$ cat config.mk
export PLATFORM = sky130hd
export DESIGN_NAME = wdog_timer
export DESIGN_NICKNAME = d
export VERILOG_FILES = /design/src/rtl/wdog_pkg.sv /design/src/rtl/wdog_prescaler.sv /design/src/rtl/wdog_countdown.sv /design/src/rtl/wdog_regs.sv /design/src/rtl/wdog_timer.sv
export SDC_FILE = /design/constraint.sdc
export NUM_CORES = 1
export LEC_CHECK = 0
export BUFFER_PORTS_ARGS = -buffer_cell sky130_fd_sc_hd__buf_4
export CAP_MARGIN = 20
export CORE_ASPECT_RATIO = 1.1
export CORE_MARGIN = 3
export CORE_UTILIZATION = 56
export CTS_BUF_LIST = sky130_fd_sc_hd__clkbuf_2 sky130_fd_sc_hd__clkbuf_4 sky130_fd_sc_hd__clkbuf_8
export CTS_CLUSTER_SIZE = 14
export DETAILED_ROUTE_END_ITERATION = 12
export PLACE_DENSITY = 0.78
export SLEW_MARGIN = 30
export SYNTH_ARGS = -nofsm -noshare
export SYNTH_HDL_FRONTEND = slang
export SYNTH_SLANG_ARGS = --single-unit
export TNS_END_PERCENT = 5
$ cat constraint.sdc
create_clock -name clk -period 4.65 [get_ports clk]
set_input_delay 0.6975 -clock clk [delete_from_list [all_inputs] [get_ports clk]]
set_output_delay 0.6975 -clock clk [all_outputs]
set_load 0.02 [all_outputs]
$ cat src/rtl/wdog_pkg.sv
package wdog_pkg;

   typedef enum int {
      UNIT_1S    = 0,
      UNIT_100MS = 1,
      UNIT_10MS  = 2
   } tick_unit_e;

   // control word field positions (software decodes these)
   localparam int CSR_RUN    = 0;
   localparam int CSR_FIRED  = 1;
   localparam int CSR_ACTION = 2;
   localparam int CSR_HWDIS  = 3;
   localparam int CSR_TRIG   = 7;

   localparam int CNT_W      = 16;
   localparam int DATA_W     = 32;

   function automatic int unsigned unit_divisor(int unsigned tps, int unit);
      case (unit)
         UNIT_1S:    return tps;
         UNIT_100MS: return tps / 10;
         default:    return tps / 100;
      endcase
   endfunction

endpackage

$ cat src/rtl/wdog_prescaler.sv
module wdog_prescaler #(
   parameter int unsigned DIV = 10
) (
   input  logic clk,
   input  logic rst_n,
   input  logic restart,
   output logic tick
);
   localparam int PW = (DIV > 1) ? $clog2(DIV) : 1;

   generate
      if (DIV == 1) begin : g_every_clock
         logic unused_restart;
         assign unused_restart = restart;
         assign tick = 1'b1;
      end else begin : g_divider
         logic [PW-1:0] phase_q;
         assign tick = (phase_q == PW'(DIV - 1));
         always_ff @(posedge clk or negedge rst_n) begin
            if (!rst_n)             phase_q <= '0;
            else if (restart || tick) phase_q <= '0;
            else                    phase_q <= phase_q + 1'b1;
         end
      end
   endgenerate
endmodule

$ cat src/rtl/wdog_countdown.sv
module wdog_countdown #(
   parameter int CW        = 16,
   parameter int MAX_COUNT = 65535
) (
   input  logic          clk,
   input  logic          rst_n,
   input  logic          reload,
   input  logic [CW-1:0] load_val,
   input  logic          step,
   output logic [CW-1:0] remain,
   output logic          expire
);
   logic idle_q;

   assign expire = step && !idle_q && !reload && (remain <= CW'(1));

   always_ff @(posedge clk or negedge rst_n) begin
      if (!rst_n) begin
         remain <= CW'(MAX_COUNT);
         idle_q <= 1'b0;
      end else if (reload) begin
         remain <= load_val;
         idle_q <= 1'b0;
      end else if (expire) begin
         remain <= '0;
         idle_q <= 1'b1;
      end else if (step && !idle_q) begin
         remain <= remain - 1'b1;
      end
   end
endmodule

$ cat src/rtl/wdog_regs.sv
module wdog_regs
   import wdog_pkg::*;
#(
   parameter int ADDR_W    = 4,
   parameter int MAX_COUNT = 65535
) (
   input  logic              clk,
   input  logic              rst_n,
   input  logic              hw_disable,
   input  logic              bus_valid,
   input  logic              bus_write,
   input  logic [ADDR_W-1:0] bus_addr,
   input  logic [DATA_W-1:0] bus_wdata,
   input  logic              expire,
   output logic [DATA_W-1:0] bus_rdata,
   output logic              run,
   output logic              action,
   output logic              fired,
   output logic              trig,
   output logic [CNT_W-1:0]  load_val
);
   localparam logic [ADDR_W-1:0] OFS_CSR = '0;
   localparam logic [ADDR_W-1:0] OFS_CNT = ADDR_W'(4);

   logic wr_csr, wr_cnt, rd;
   logic [CNT_W-1:0] wr_cnt_val;
   logic [DATA_W-1:0] csr_word;
   logic [DATA_W-CNT_W-1:0] unused_hi;

   assign wr_csr = bus_valid && bus_write && (bus_addr == OFS_CSR);
   assign wr_cnt = bus_valid && bus_write && (bus_addr == OFS_CNT);
   assign rd     = bus_valid && !bus_write;
   assign trig   = wr_csr && bus_wdata[CSR_TRIG];
   assign unused_hi = bus_wdata[DATA_W-1:CNT_W];

   assign wr_cnt_val = (bus_wdata[CNT_W-1:0] > CNT_W'(MAX_COUNT))
                       ? CNT_W'(MAX_COUNT) : bus_wdata[CNT_W-1:0];

   always_ff @(posedge clk or negedge rst_n) begin
      if (!rst_n) begin
         run      <= 1'b0;
         action   <= 1'b0;
         fired    <= 1'b0;
         load_val <= CNT_W'(MAX_COUNT);
      end else begin
         if (wr_csr) begin
            run    <= bus_wdata[CSR_RUN];
            action <= bus_wdata[CSR_ACTION];
         end
         fired <= ((wr_csr && !bus_wdata[CSR_FIRED]) ? 1'b0 : fired) | expire;
         if (wr_cnt) load_val <= wr_cnt_val;
      end
   end

   always_comb begin
      csr_word             = '0;
      csr_word[CSR_RUN]    = run;
      csr_word[CSR_FIRED]  = fired;
      csr_word[CSR_ACTION] = action;
      csr_word[CSR_HWDIS]  = hw_disable;
      if (rd && bus_addr == OFS_CSR)      bus_rdata = csr_word;
      else if (rd && bus_addr == OFS_CNT) bus_rdata = {{(DATA_W-CNT_W){1'b0}}, load_val};
      else                                bus_rdata = '0;
   end
endmodule

$ cat src/rtl/wdog_timer.sv
module wdog_timer
   import wdog_pkg::*;
#(
   parameter int unsigned TICKS_PER_SEC = 100_000_000,
   parameter int          UNIT          = 0,
   parameter int          MAX_COUNT     = 65535,
   parameter int          ADDR_W        = 4
) (
   input  logic              clk,
   input  logic              rst_n,
   input  logic              hw_disable,
   input  logic              bus_valid,
   input  logic              bus_write,
   input  logic [ADDR_W-1:0] bus_addr,
   input  logic [31:0]       bus_wdata,
   output logic [31:0]       bus_rdata,
   output logic              rst_req,
   output logic              poff_req
);
   localparam int unsigned DIV = unit_divisor(TICKS_PER_SEC, UNIT);

   generate
      if (UNIT < 0 || UNIT > 2) begin : g_bad_unit
         $error("wdog_timer: UNIT must be 0, 1 or 2");
      end
      if (MAX_COUNT < 511 || MAX_COUNT > 65535) begin : g_bad_max
         $error("wdog_timer: MAX_COUNT must lie in 511..65535");
      end
      if (TICKS_PER_SEC < 100 || (TICKS_PER_SEC % 100) != 0) begin : g_bad_tps
         $error("wdog_timer: TICKS_PER_SEC must be a multiple of 100");
      end
      if (ADDR_W < 3) begin : g_bad_addr
         $error("wdog_timer: ADDR_W must reach offset 4");
      end
   endgenerate

   logic             run_q, action_q, fired_q, trig, tick, step, expire;
   logic [CNT_W-1:0] load_val, remain;

   wdog_regs #(.ADDR_W(ADDR_W), .MAX_COUNT(MAX_COUNT)) u_regs (
      .clk(clk), .rst_n(rst_n), .hw_disable(hw_disable),
      .bus_valid(bus_valid), .bus_write(bus_write), .bus_addr(bus_addr),
      .bus_wdata(bus_wdata), .expire(expire), .bus_rdata(bus_rdata),
      .run(run_q), .action(action_q), .fired(fired_q), .trig(trig),
      .load_val(load_val)
   );

   wdog_prescaler #(.DIV(DIV)) u_pre (
      .clk(clk), .rst_n(rst_n), .restart(trig), .tick(tick)
   );

   assign step = tick && run_q && !hw_disable;

   wdog_countdown #(.CW(CNT_W), .MAX_COUNT(MAX_COUNT)) u_cnt (
      .clk(clk), .rst_n(rst_n), .reload(trig), .load_val(load_val),
      .step(step), .remain(remain), .expire(expire)
   );

   always_ff @(posedge clk or negedge rst_n) begin
      if (!rst_n) begin
         rst_req  <= 1'b0;
         poff_req <= 1'b0;
      end else begin
         rst_req  <= expire && !action_q;
         poff_req <= expire && action_q;
      end
   end
endmodule

* Word level (Yosys, flattened, before mapping)
Cells that the tools add are included.
** Cells by class
- Add/sub/neg operators :: 2
- Multiply operators :: 0
- Divide/modulo/power cells :: 0
- Order comparisons :: 2
- Equal/unequal tests :: 2
- Shifts and indexed selects :: 0
- Multiplexer cells :: 10
- Bitwise operators :: 1
- Reductions and logical operators :: 25
** Operators with widths (count)
- $mux 16 :: 5
- $mux 32 :: 1
- $add 27x1->27 const B :: 1
- $eq 27x27->1 const B :: 1
- $mux 27 :: 1
- $gt 16x16->1 const B :: 1
- $le 16x1->1 const B :: 1
- $sub 16x1->16 const B :: 1
- $logic_and 1x1->1 :: 15
- $logic_not 1->1 :: 6
- $eq 4x3->1 const B :: 1
- $logic_not 4->1 :: 1
- $mux 1 :: 3
- $reduce_bool 3->1 :: 1
- $reduce_bool 2->1 :: 1
- $logic_or 1x1->1 :: 1
- $or 1x1->1 :: 1
** Word-level totals
- Register bits :: 65
- Bits in latches :: 0
- Bits in writable memories :: 0
- Bits in read-only memories :: 0
- Logic and storage cells :: 51
- Memories :: 0

* Depth between registers and ports, before layout
Gate-level depths: netlist of run 1.
- Word-level depth :: 8
- Mapped depth :: 8
- Depth with buffers taken out :: 7

* By module
Synthesis of run 1 repeated with hierarchy kept, for this count alone.
** Second synthesis, totals
- Cells, all modules :: 355
- Area, all modules :: 3693.5 um^2
** Modules (own cells, without submodules)
- wdog_prescaler :: times used 1, cells each 151, area each 1417.6 um^2, seq. area each 675.6 um^2
- wdog_countdown :: times used 1, cells each 115, area each 1117.3 um^2, seq. area each 445.4 um^2
- wdog_regs :: times used 1, cells each 84, area each 1083.5 um^2, seq. area each 495.5 um^2
- wdog_timer :: times used 1, cells each 5, area each 75.1 um^2, seq. area each 50.0 um^2

* Worst setup path after synthesis of run 1
Ideal clock, no wire load.
- Kind :: input to output
- Start :: in bus_addr[1]
- End :: out bus_rdata[10]
- Arrival :: 1.925 ns
- Data required time :: 3.953 ns
- Path slack :: 2.028 ns
- Cell stages on the path :: 5
- Path buffers :: 1
- Cells stage by stage :: nor4b_2 -> nand2_1 -> nor2_1 -> clkbuf_1 -> and2_1
** Between the ends
- Longest elaborated chain between the ends :: 4
** RTL lines
- start, declared :: RTL line wdog_timer.sv:14 : input logic [ADDR_W-1:0] bus_addr,
- $eq 4x3->1 :: RTL line wdog_regs.sv:62 : else if (rd && bus_addr == OFS_CNT) bus_rdata = {{(DATA_W-CNT_W){1'b0}}, load_val};
- $logic_and 1x1->1 :: RTL line wdog_regs.sv:62
- $mux 16 :: RTL line wdog_regs.sv:62
- $mux 32 * :: RTL line wdog_regs.sv:61 : if (rd && bus_addr == OFS_CSR) bus_rdata = csr_word;
- end, declared :: RTL line wdog_timer.sv:16 : output logic [31:0] bus_rdata,
Mark *: on every way between the ends. The rest lies on a longest branch, timed or not.

* Final worst setup path of run 1
- Start :: in bus_addr[1]
- End :: out bus_rdata[1]
The elaborated chain is that of the path after synthesis.

==> reports/results.ini, run 1 <==
[status]
status = complete, no violations

[detailed_routing]
vias = 2827
postRouteAntennaNets = 0
routed_wirelength_um = 7820
wl_per_cell_um = 16.0
via_per_inst = 5.79
drc = 0
dr.pass1.iters = 4
initialDrtViolationCount = 199

[placed_design]
portBuffers = 42
place_congestion = 0.897
pre_cts_ws_ns = 1.48
hpwlAfterDp_um = 5580

[sta]
holdWs_ns = 0.431
timing.final.ws_setup_ns = 1.46
max_freq_mhz = 313
final.period_utilization_pct = 68.6
period_needed_ns = 3.19
skew_ns = 0.00775
fin_setup_tns_ns = 0
timing.slew.headroom_pct = 40.7
tightest_slew_ns = 0.887
slew_viol_final = 0
rsz0062_at_grt = false
setup-violations-final = 0
finalHoldViolations = 0

[pwr]
power.density_nw_per_um2 = 365
p_int_mw = 1.03
vdd_drop_max_mv = 0.290
total_power_mw = 1.48
switching_share_pct = 30.9
p_sw_mw = 0.459
power_frac_comb_pct = 20.7
p_clk_share_pct = 28.6
p_seq_share_pct = 50.7
leakage_nw = 1.83

[logic_synthesis]
synth_top_area_share_pct = 23.4
synth_area_leaders = dfstp_2, dfrtp_1, mux2_2
synthCells = 367
muxShareOfSynthArea_pct = 6.83
synth_area_sq_um = 3590
synthFlopType = dfrtp_1
synth_cell_types = 55
synth_top_family_by_area = simple AND/OR/NAND/NOR gates
synth-compound-area-share_pct = 8.12
synth-xor-area-share_pct = 6.10
avgSynthCellArea_sq_um = 9.79
synthSimpleGateAreaFrac_pct = 25.4
yosysTopAreaCell = dfstp_2
synthAdderAreaFrac_pct = 1.04
ys.warnings.count = 0
ys_async_sr_fraction_pct = 100
ys_seq_area_share_pct = 46.4
synth_edf_count = 0
ys_ff_latch = 65

[cells_and_area]
final_util_pct = 67.9
regArea_sq_um = 1670
area_growth_pct = 13.1
drive_above_1_share_pct = 29.2
layout.nets = 450
multi_input_area_sq_um = 1760
antennaDiodeCount = 0
fillers = 493

[critical_path]
timing.rr.start = u_pre.g_divider.phase_q[0]
critical_path.max_fanout = 16
crit-reg2reg-capture = u_cnt.remain[3]
critPathLaunchType = input port
endpoint = bus_rdata[1]
reg2regPathDepth = 6
crit_arrival_ns = 2.49
rrSetupSlack_ns = 2.37
critical_path_required_ns = 3.95
cp-end-kind = output pin
crit_start = bus_addr[1]
critPathKind = in2out

[clock_tree]
clockBufferDepth = 2
insertion_delay_ns = 0.35
htreeDepth = 3
clk_pin_slew_ns = 0.07
cts_inserted_buffers = 9
ctsResizeCount = 0
cts_root_buf = clkbuf_8
holdBufCountCts = 0
cts_tree = done
cts_setup_buffers = 0
clkSinkCount = 65

[global_route]
grt_max_degree = 66
grt_use_total_pct = 23.0
grt_pass1_wl_um = 13300
overflow = 0
antenna_found_initial = 0
grt_pass1_vias = 2713

[floorplan]
initial_core_util_pct = 60.0
die_area_sq_um = 7410
io_pins = 75
fp.coreArea_sq_um = 5990
die_w_um = 82.4
die_height_um = 90
fp-row-count = 29

[worst_hold_path]
hp-class = in2async

[job]
maxCapViolCount = 0

## per-stage QoR
step           std cells  instance area, sq um
2_1_floorplan        382                  3650
3_3_place_gp         472                  3890
3_5_place_dp         472                  3890
4_1_cts              488                  4060
5_1_grt              488                  4060
6_report             488                  4060
## sequential cells by signal, indices dropped and copies added, names as in the netlist
| register | flops |
|---|---|
| u_regs.load_val | 16 |
| u_regs.action | 1 |
| u_cnt.remain | 16 |
| rst_req | 1 |
| u_regs.run | 1 |
| u_cnt.idle_q | 1 |
| poff_req | 1 |
| u_pre.g_divider.phase_q | 27 |
| u_regs.fired | 1 |
## cell families after synthesis
logic type / Yosys count
other: 1
AO/OA/AOI/OAI: 44
AND/OR/NAND/NOR: 168
multiplexers: 22
XOR/XNOR: 25
flip-flops: 65
buffers and inverters: 39
adder cells (fa/ha/maj): 3
## synthesized netlist by cell type (all sizes together), types with 7 or more instances
| library cell | n |
|---|---|
| nor2 | 50 |
| dfstp | 32 |
| nand3 | 20 |
| xor2 | 19 |
| o21ai | 12 |
| nand2 | 23 |
| nor3 | 7 |
| dfrtp | 33 |
| mux2 | 20 |
| a21oi | 7 |
| clkbuf | 12 |
| inv | 7 |
| nand4 | 15 |
| and2 | 16 |
| buf | 20 |
## how the worst min path moves through the flow
stage / from / to / slack (ns)
floorplan: rst_n / poff_req / 0.40
global placement: u_regs.action / rst_req / 0.47
detailed placement: u_regs.action / rst_req / 0.47
CTS: rst_n / u_pre.g_divider.phase_q[25] / 0.46
global route: rst_n / u_pre.g_divider.phase_q[6] / 0.49
finish: rst_n / u_pre.g_divider.phase_q[25] / 0.43
## critical path: stages
cell	delay, ns
buf_4	0.11
nor4b_2	0.46
nand2_1	0.11
nor2_1	0.69
a22o_1	0.28
buf_4	0.15
## metal layers
| layer | track usage, % | vias up | wire (um) |
|---|---|---|---|
| li1 | - | 1344 | - |
| met1 | 31.0 | 1392 | 3410 |
| met2 | 36.3 | 78 | 3880 |
| met3 | 4.20 | 13 | 378 |
| met4 | 8.86 | 0 | 145 |
| met5 | 0 | - | 0 |
## final cells by class
class | instances | area share [%]
multi-input combinational | 278 | 43.4
clock inverter | 4 | 0.493
sequential | 65 | 41.0
clock buffer | 12 | 3.76
inverter | 7 | 0.647
timing repair buffer | 45 | 8.31
tap | 77 | 2.37
## cell usage in the layout (no fill, tap or decap), drive strengths merged, types with 2 or more instances in the layout
master,synthesis,layout
buf,20,45
dfrtp,33,33
or2,2,2
clkbuf,12,12
a21oi,7,7
mux2,20,20
ha,3,3
xnor2,6,6
nor3,7,7
o21ai,12,12
a31oi,5,5
and2,16,16
o211ai,3,3
and4bb,2,2
nand3,20,20
a22o,4,4
and4b,2,2
xor2,19,19
conb,1,16
and4,5,5
o31ai,3,3
dfstp,32,32
nor2,50,50
or3,4,4
nor3b,4,4
nor4,4,4
mux2i,2,2
clkinv,0,4
or4,3,3
nand4,15,15
inv,7,7
nor2b,2,2
and3,5,5
nand2,23,23
## power by group through the flow
| stage | combinational, mW | sequential (mW) | clock (mW) |
|---|---|---|---|
| 4_1_cts | 0.307 | 0.751 | 0.432 |
| 5_1_grt | 0.348 | 0.764 | 0.457 |
| 3_3_place_gp | 0.294 | 0.755 | 0 |
| 6_report | 0.307 | 0.753 | 0.425 |
| 2_1_floorplan | 0.239 | 0.735 | 0 |
| 3_5_place_dp | 0.306 | 0.760 | 0 |
No activity file was read; power rests on OpenSTA's default activity.
==> run 2, diff against run 1 <==
--- a/config.mk
+++ b/config.mk
@@ -9,11 +9,11 @@
 export CAP_MARGIN = 20
 export CORE_ASPECT_RATIO = 1.1
 export CORE_MARGIN = 3
-export CORE_UTILIZATION = 56
+export CORE_UTILIZATION = 51
 export CTS_BUF_LIST = sky130_fd_sc_hd__clkbuf_2 sky130_fd_sc_hd__clkbuf_4 sky130_fd_sc_hd__clkbuf_8
 export CTS_CLUSTER_SIZE = 14
 export DETAILED_ROUTE_END_ITERATION = 12
-export PLACE_DENSITY = 0.78
+export PLACE_DENSITY = 0.75
 export SLEW_MARGIN = 30
 export SYNTH_ARGS = -nofsm -noshare
 export SYNTH_HDL_FRONTEND = slang
==> constraint.sdc (replaced) <==
create_clock -name clk -period 2.74 [get_ports clk]
set_input_delay 0.411 -clock clk [delete_from_list [all_inputs] [get_ports clk]]
set_output_delay 0.411 -clock clk [all_outputs]
set_load 0.02 [all_outputs]
==> run 2 against run 1 <==
  * Core utilization fell by 5.7 points
  * Clock-buffer cell count rose by 2
  * Critical endpoint is now u_cnt.remain[6]
  * Combinational power is 75% higher
  * Global-route usage is 2.4 points lower
  * Worst setup slack worse by 1.0 ns
  * Clock power rose by 110%
  * Sequential power is 70% higher
  * Critical path depth stayed put
  * Total power rose by 81%
  * Register-to-register slack worse by 2.0 ns
  * Sequential share of layout area shrank 1.1 points
==> reports/results.ini, run 2 (synthesized netlist as in run 1, its figures left out) <==
[status]
status = complete, no violations

[worst_hold_path]
hp-class = in2async

[critical_path]
critical_path_required_ns = 3.01
cp_cell_sequence = ha_1 > and3_2 > nand4_2 > or2_1 > or4_1 > a31oi_1
critical_path.max_fanout = 19
critPathKind = reg2reg
slowest_stage = or4_1
crit_arrival_ns = 2.59
critPathLaunchType = flop
cp-end-kind = flop
cp_slowest_stage_delay_ns = 0.55

[detailed_routing]
vias = 2853
initialDrtViolationCount = 133
via_per_inst = 5.69
wl_per_cell_um = 15.6
drc = 0
dr.pass1.iters = 4
postRouteAntennaNets = 0
routed_wirelength_um = 7830

[clock_tree]
cts_setup_buffers = 0
clk_pin_slew_ns = 0.07
cts_root_buf = clkbuf_8
ctsResizeCount = 0
cts_inserted_buffers = 9
htreeDepth = 3
clockBufferDepth = 2
holdBufCountCts = 0
insertion_delay_ns = 0.34
clkSinkCount = 65
cts_tree = done

[global_route]
grt_use_total_pct = 20.7
overflow = 0
antenna_found_initial = 0
grt_max_degree = 66
grt_pass1_wl_um = 13200
grt_pass1_vias = 2894

[sta]
slew_viol_final = 0
final.period_utilization_pct = 84.9
finalHoldViolations = 0
timing.slew.headroom_pct = 46.0
timing.final.ws_setup_ns = 0.413
period_needed_ns = 2.33
tightest_slew_ns = 0.810
skew_ns = 0.00812
max_freq_mhz = 430
holdWs_ns = 0.147
rsz0062_at_grt = false
fin_setup_tns_ns = 0
setup-violations-final = 0

[placed_design]
hpwlAfterDp_um = 5460
place_congestion = 0.828
pre_cts_ws_ns = 0.390
portBuffers = 42
dp.cells = 485
dpl-instance-area_sq_um = 3960

[floorplan]
initial_core_util_pct = 53.5
die_height_um = 94.0
die_area_sq_um = 8090
die_w_um = 86.0
fp.coreArea_sq_um = 6710
io_pins = 75
fp-row-count = 31

[cells_and_area]
largestRegisters = u_pre.g_divider.phase_q (27), u_cnt.remain (16), u_regs.load_val (16)
fillers = 574
drive_above_1_share_pct = 30.5
final_cell_mix = buf_4, nor2_1, dfrtp_1
final_area_sq_um = 4170
final_common_cell = buf_4
fin_cells = 501
final_util_pct = 62.2
regMostFlops = u_pre.g_divider.phase_q
antennaDiodeCount = 0
area_growth_pct = 16.2
layout.nets = 458
largest_reg_flops = 27

[pwr]
p_seq_share_pct = 47.5
p_int_mw = 1.90
total_power_mw = 2.68
p_sw_mw = 0.786
p_clk_share_pct = 32.5
leakage_nw = 1.89
power_frac_comb_pct = 20.0
switching_share_pct = 29.3
vdd_drop_max_mv = 0.333
power.density_nw_per_um2 = 643

[job]
maxCapViolCount = 0

[run 2: changes by cell type in the layout (fill, tap and decap cells not counted)]
cell	change
clkbuf_8	+2
bufinv_16	+1
buf_4	+8
clkinv_2	-3
[run 2: power groups by stage]
stage                     combinational (mW)  sequential [mW]  clock (mW)
after floorplan                        0.405             1.25           0
after global placement                 0.510             1.28           0
after detailed placement               0.528             1.29           0
after CTS                              0.534             1.27       0.893
after global routing                   0.610             1.30       0.927
final                                  0.536             1.28       0.872
[run 2: per-layer routing]
| layer | up-vias | part of all wire, % | GRT usage [%] |
|---|---|---|---|
| li1 | 1360 | - | - |
| met1 | 1401 | 43 | 25.7 |
| met2 | 69 | 50 | 33.7 |
| met3 | 23 | 4.1 | 3.51 |
| met4 | 0 | 3.0 | 11.6 |
| met5 | - | 0 | 0 |
[run 2: worst max-delay path: cells and delay by family, from the launching register on]
kind | cells | cell delay [ns]
AND/OR/NAND/NOR | 4 | 1.43
flip-flops | 1 | 0.39
AO/OA/AOI/OAI | 1 | 0.20
adder cells (fa/ha/maj) | 1 | 0.23
[run 2: final timing paths]
path,slack [ns],depth (start not counted),endpoint,startpoint
max,0.41,6,u_cnt.remain[6],u_pre.g_divider.phase_q[0]
min,0.15,1,u_pre.g_divider.phase_q[3],rst_n
max reg2reg,0.41,6,u_cnt.remain[6],u_pre.g_divider.phase_q[0]
min reg2reg,0.49,1,u_pre.g_divider.phase_q[0],u_pre.g_divider.phase_q[0]
max in group asynchronous,2.04,1,u_pre.g_divider.phase_q[9],rst_n
min in group clk,0.30,2,u_regs.load_val[10],bus_wdata[10]
[run 2: layout make-up]
class | instances | area, sq um | share of cell area [%]
repair buffers | 53 | 398 | 9.54
inverters | 7 | 26.3 | 0.630
multi-input cells | 278 | 1760 | 42.3
clock buffers | 14 | 180 | 4.32
well taps | 82 | 103 | 2.46
flip-flops and latches | 65 | 1670 | 39.9
clock inverters | 2 | 35.0 | 0.840
